## config.mk

```make
export PLATFORM = sky130hd
export DESIGN_NAME = fwh_target
export DESIGN_NICKNAME = d
export VERILOG_FILES = /design/src/rtl/fwh_target.sv
export SDC_FILE = /design/constraint.sdc
export NUM_CORES = 1
export LEC_CHECK = 0
export BUFFER_PORTS_ARGS = -buffer_cell sky130_fd_sc_hd__buf_2
export CAP_MARGIN = 5
export CORE_ASPECT_RATIO = 1.5
export CORE_MARGIN = 2
export CORE_UTILIZATION = 35
export CTS_BUF_LIST = sky130_fd_sc_hd__clkbuf_4 sky130_fd_sc_hd__clkbuf_8 sky130_fd_sc_hd__clkbuf_16
export DETAILED_ROUTE_END_ITERATION = 7
export GPL_ROUTABILITY_DRIVEN = 0
export HOLD_SLACK_MARGIN = 0.1
export PLACE_DENSITY = 0.53
export SLEW_MARGIN = 25
export SYNTH_ARGS = -nofsm -noshare
export SYNTH_HDL_FRONTEND = slang
export SYNTH_SLANG_ARGS = --single-unit
export TNS_END_PERCENT = 100
```

## constraint.sdc

```tcl
create_clock -name clk -period 1.93 [get_ports clk]
set_clock_uncertainty 0.15 [all_clocks]
set_input_delay 0.0965 -clock clk [delete_from_list [all_inputs] [get_ports clk]]
set_output_delay 0.0965 -clock clk [all_outputs]
set_load 0.1 [all_outputs]
```

## src/rtl/fwh_target.sv

```systemverilog
module fwh_target #(
  parameter int NIBBLES  = 7,
  parameter int DEC_W    = 20,
  parameter int CORE_BIT = 22
) (
  input  logic             clk,
  input  logic             rst_n,
  input  logic             frame_n,
  input  logic [3:0]       lad_in,
  output logic [3:0]       lad_out,
  output logic             lad_oe,
  input  logic [3:0]       id_strap,
  output logic [DEC_W-1:0] st_addr,
  output logic             st_core,
  output logic [7:0]       st_wdata,
  input  logic [7:0]       st_rdata,
  output logic             st_rd,
  output logic             st_wr,
  output logic             busy
);
  localparam int FULL_W = 4 * NIBBLES;
  localparam int CNT_W  = $clog2(NIBBLES);
  localparam logic [CNT_W-1:0] LAST = CNT_W'(NIBBLES - 1);

  typedef enum logic [3:0] {
    S_IDLE, S_START, S_ADDR, S_SIZE, S_WLO, S_WHI, S_TARA,
    S_TARB, S_SYNC, S_DLO, S_DHI, S_TBK, S_ABORT
  } st_t;

  st_t              st;
  logic             kind_ok, is_wr;
  logic [CNT_W-1:0] cnt;
  logic [FULL_W-1:0] addr;
  logic [7:0]       wbuf, rbuf;
  logic             in_cycle;

  assign in_cycle = (st >= S_ADDR) && (st <= S_TBK);

  always_ff @(posedge clk or negedge rst_n) begin
    if (!rst_n) begin
      st      <= S_IDLE;
      kind_ok <= 1'b0;
      is_wr   <= 1'b0;
      cnt     <= '0;
      addr    <= '0;
      wbuf    <= '0;
      rbuf    <= '0;
    end else if (in_cycle && !frame_n) begin
      st <= S_ABORT;
    end else begin
      case (st)
        S_IDLE, S_START: begin
          if (!frame_n) begin
            st      <= S_START;
            kind_ok <= (lad_in == 4'hD) || (lad_in == 4'hE);
            is_wr   <= (lad_in == 4'hE);
          end else if (st == S_START) begin
            cnt <= '0;
            st  <= (kind_ok && lad_in == id_strap) ? S_ADDR : S_IDLE;
          end
        end
        S_ADDR: begin
          addr <= {addr[FULL_W-5:0], lad_in};
          cnt  <= cnt + 1'b1;
          if (cnt == LAST) st <= S_SIZE;
        end
        S_SIZE: st <= (lad_in != 4'h0) ? S_IDLE : (is_wr ? S_WLO : S_TARA);
        S_WLO: begin wbuf[3:0] <= lad_in; st <= S_WHI; end
        S_WHI: begin wbuf[7:4] <= lad_in; st <= S_TARA; end
        S_TARA: st <= S_TARB;
        S_TARB: begin rbuf <= st_rdata; st <= S_SYNC; end
        S_SYNC: st <= is_wr ? S_TBK : S_DLO;
        S_DLO:  st <= S_DHI;
        S_DHI:  st <= S_TBK;
        S_TBK:  st <= S_IDLE;
        S_ABORT: if (lad_in == 4'hF) st <= S_IDLE;
        default: st <= S_IDLE;
      endcase
    end
  end

  assign lad_oe   = (st == S_SYNC) || (st == S_DLO) || (st == S_DHI) || (st == S_TBK);
  assign lad_out  = (st == S_SYNC) ? 4'h0 :
                    (st == S_DLO)  ? rbuf[3:0] :
                    (st == S_DHI)  ? rbuf[7:4] : 4'hF;
  assign st_rd    = (st == S_TARA) && !is_wr;
  assign st_wr    = (st == S_TARA) && is_wr;
  assign st_addr  = addr[DEC_W-1:0];
  assign st_core  = addr[CORE_BIT];
  assign st_wdata = wbuf;
  assign busy     = (st != S_IDLE);

  a_r6_wr_single: assert property (@(posedge clk) disable iff (!rst_n)
    st_wr |=> !st_wr);
  a_r5_rd_single: assert property (@(posedge clk) disable iff (!rst_n)
    st_rd |=> !st_rd);
  a_r5_sync_after_rd: assert property (@(posedge clk) disable iff (!rst_n)
    (st_rd && frame_n) ##1 frame_n |=> (lad_oe && lad_out == 4'h0));
  a_r7_abort_release: assert property (@(posedge clk) disable iff (!rst_n)
    (lad_oe && !frame_n) |=> !lad_oe);
  a_r9_first_drive_sync: assert property (@(posedge clk) disable iff (!rst_n)
    $rose(lad_oe) |-> lad_out == 4'h0);
  a_r9_float_ones: assert property (@(posedge clk) disable iff (!rst_n)
    !lad_oe |-> lad_out == 4'hF);
endmodule

```

==> impl_metrics.py <==
metrics = {
    "status": {
        "status": "completed",
    },
    "sta": {
        "slew_viol_final": 0,
        "fin_crit_ns": 1.817,
        "tightest_slew_ns": 0.4897,
        "final_hold_viol_count": 0,
        "period_share": 0.9416,
        "rsz0062_at_grt": "no",
        "fmax_ghz": 0.5503,
        "slew_headroom": 0.6758,
        "setup_violations": 0,
    },
    "route": {
        "drc": 0,
        "finalWirelength_um": 4838,
        "wl_per_cell_um": 14.10,
        "ant_nets": 0,
        "drt_iter0_drc": 44,
        "viasPerCell": 4.860,
        "vias": 1667,
        "dr.pass1.iters": 4,
    },
    "min_path": {
        "worst_hold_path.endpoint": "st[2]$_DFFE_PN0P_",
        "hold_depth": 4,
        "hold_path_class": "primary input to flop",
        "worstHoldStart": "frame_n",
    },
    "worst_setup_path": {
        "crit_path_start_kind": "flop",
        "reg2reg_slack_ns": 0.21,
        "worstReg2RegStart": "cnt[0]$_DFFE_PN0P_",
        "worstReg2RegEnd": "st[2]$_DFFE_PN0P_",
        "crit_type": "flop to output pin",
        "rr_worst_depth": 5,
        "critical_path_required_ns": 1.68,
        "critPathCaptureType": "output pin",
        "path_max_fanout": 11,
        "cp_data_arrival_time_ns": 1.57,
    },
    "floorplanning": {
        "coreArea_um2": 6087,
        "io-pin-count": 56,
        "fp.dieH_um": 100.9,
        "dieArea_um2": 6918,
        "rows": 35,
        "start_util": 0.3597,
        "die_w_um": 68.58,
    },
    "layout": {
        "fin_util": 0.4960,
        "final_cell_mix": "buf_2, dfrtp_1, mux2_2",
        "fin_nets": 289,
        "drive_above_1_share": 0.4684,
        "diodes": 0,
        "layout_commonest_cell": "buf_2",
        "area_growth_pct": 37.89,
    },
    "global_route": {
        "grt_max_degree": 28,
        "grt_pass1_wl_um": 8066,
        "grt_util_all_layers": 0.1551,
        "grt_pass1_vias": 1701,
        "grt_overflow_total": 0,
        "grt_antenna_before_repair": 0,
    },
    "clock_tree": {
        "post_cts.repair.setup_buffers": 0,
        "root_buffer": "clkbuf_8",
        "clk_latency_ns": 0.30,
        "cts_tree": "built",
        "cts_max_level": 2,
        "cts.sinks": 46,
        "clk_pin_slew_worst_paths_ns": 0.08,
        "cts_buffers": 5,
        "clockBufferDepth": 2,
    },
    "synth": {
        "synthesis.area_um2": 2190,
        "synth_fp_nets": 211,
        "synthCells": 190,
        "synth_edf_count": 0,
        "async_reset_ff_frac": 1.000,
        "ys_warn_count": 0,
        "ys_seq_area_frac": 0.5257,
        "synth.avg_cell_area_um2": 11.52,
        "ys_types": 36,
        "yosys_register_bits": 46,
        "synthFlopType": "dfrtp_1",
    },
    "flow_run": {
        "maxCapViolCount": 0,
    },
    "placed_design": {
        "dp_hpwl_um": 3532,
        "placement.io_buffers": 55,
    },
}
[final cells by class]
class	count	area (um2)
fillers	560	3068
multi-input cells	130	1003
clock buffers	6	76.32
repair buffers	81	640.6
flip-flops and latches	46	1154
inverters	4	15.01
clock inverters	2	37.54
well taps	74	92.59
[critical path: stages (launching register included)]
cell,delay [ns]
dfrtp_2,0.45
buf_4,0.22
nor4bb_4,0.38
buf_12,0.22
[logic make-up after synthesis]
group / Yosys count / share of synthesized area
XOR/XNOR: 5 / 0.02000
adder cells (fa/ha/maj): 2 / 0.01143
multiplexers: 35 / 0.1800
AO/OA/AOI/OAI: 36 / 0.09315
AND/OR/NAND/NOR: 52 / 0.1354
flip-flops: 46 / 0.5257
buffers and inverters: 14 / 0.03428
[what timing repair did]
| item | in CTS | in global routing |
|---|---|---|
| hold buffers | 15 | 0 |
| endpoints found under the setup margin | 0 | 2 |
| hold endpoints to repair | 68 | 0 |
| resized for setup | 0 | 2 |
[metal layers]
layer  global-route usage  vias up  share of wire
met5                    0        -              0
li1                     -      831              -
met3              0.03352       12          0.044
met4              0.06308        0          0.024
met1               0.1847      777           0.42
met2               0.2633       47           0.51
[stage by stage]
stage / cell area [um2] / setup slack (ns) / instances / hold WS (ns) / TNS [ns]
4_1_cts: 3017 / 0.007537 / 343 / 0.1249 / 0
3_5_place_dp: 2753 / 0.2031 / 320 / -0.2249 / 0
5_1_grt: 3019 / 0.02076 / 343 / 0.1571 / 0
6_report: 3019 / 0.1126 / 343 / 0.1236 / 0
2_1_floorplan: 2242 / -0.06122 / 190 / -0.3491 / -0.2807
3_3_place_gp: 2753 / 0.2108 / 320 / -0.2273 / 0
[registers in the layout, summed over array words and instances (netlist names)]
name / cells
addr: 21
rbuf: 8
st_wdata: 8
st: 4
cnt: 3
is_wr: 1
kind_ok: 1
[synth_stat cells, types with 2 or more instances]
cell type | number | share of area
nor4_1 | 2 | 0.0057
clkbuf_1 | 2 | 0.0034
nor3b_4 | 2 | 0.017
dfrtp_1 | 46 | 0.53
nor2b_1 | 2 | 0.0057
buf_1 | 2 | 0.0034
buf_2 | 3 | 0.0069
and3_1 | 2 | 0.0057
inv_1 | 3 | 0.0051
buf_6 | 2 | 0.010
xor2_1 | 5 | 0.020
nor3_1 | 6 | 0.014
o21ai_0 | 16 | 0.037
a21oi_1 | 14 | 0.032
mux2_2 | 35 | 0.18
nand3_1 | 5 | 0.011
nand2_1 | 15 | 0.026
ha_1 | 2 | 0.011
nor2_1 | 9 | 0.015
[how the worst max path moves through the flow]
stage	startpoint	to	slack (ns)	cells past startpoint
detailed placement	st[3]$_DFFE_PN0P_	st_wdata[7]$_DFFE_PN0P_	0.20	4
global placement	st[0]$_DFFE_PN0P_	st[1]$_DFFE_PN0P_	0.21	6
CTS	st[2]$_DFFE_PN0P_	st_rd	0.008	3
global route	st[1]$_DFFE_PN0P_	st_rd	0.02	4
floorplan	st[0]$_DFFE_PN0P_	lad_out[0]	-0.06	4
finish	st[2]$_DFFE_PN0P_	st_rd	0.11	3
Power is left out: the tool's default activity adds up to more than one toggle a clock period on the data nets, which glitch-free logic cannot reach.
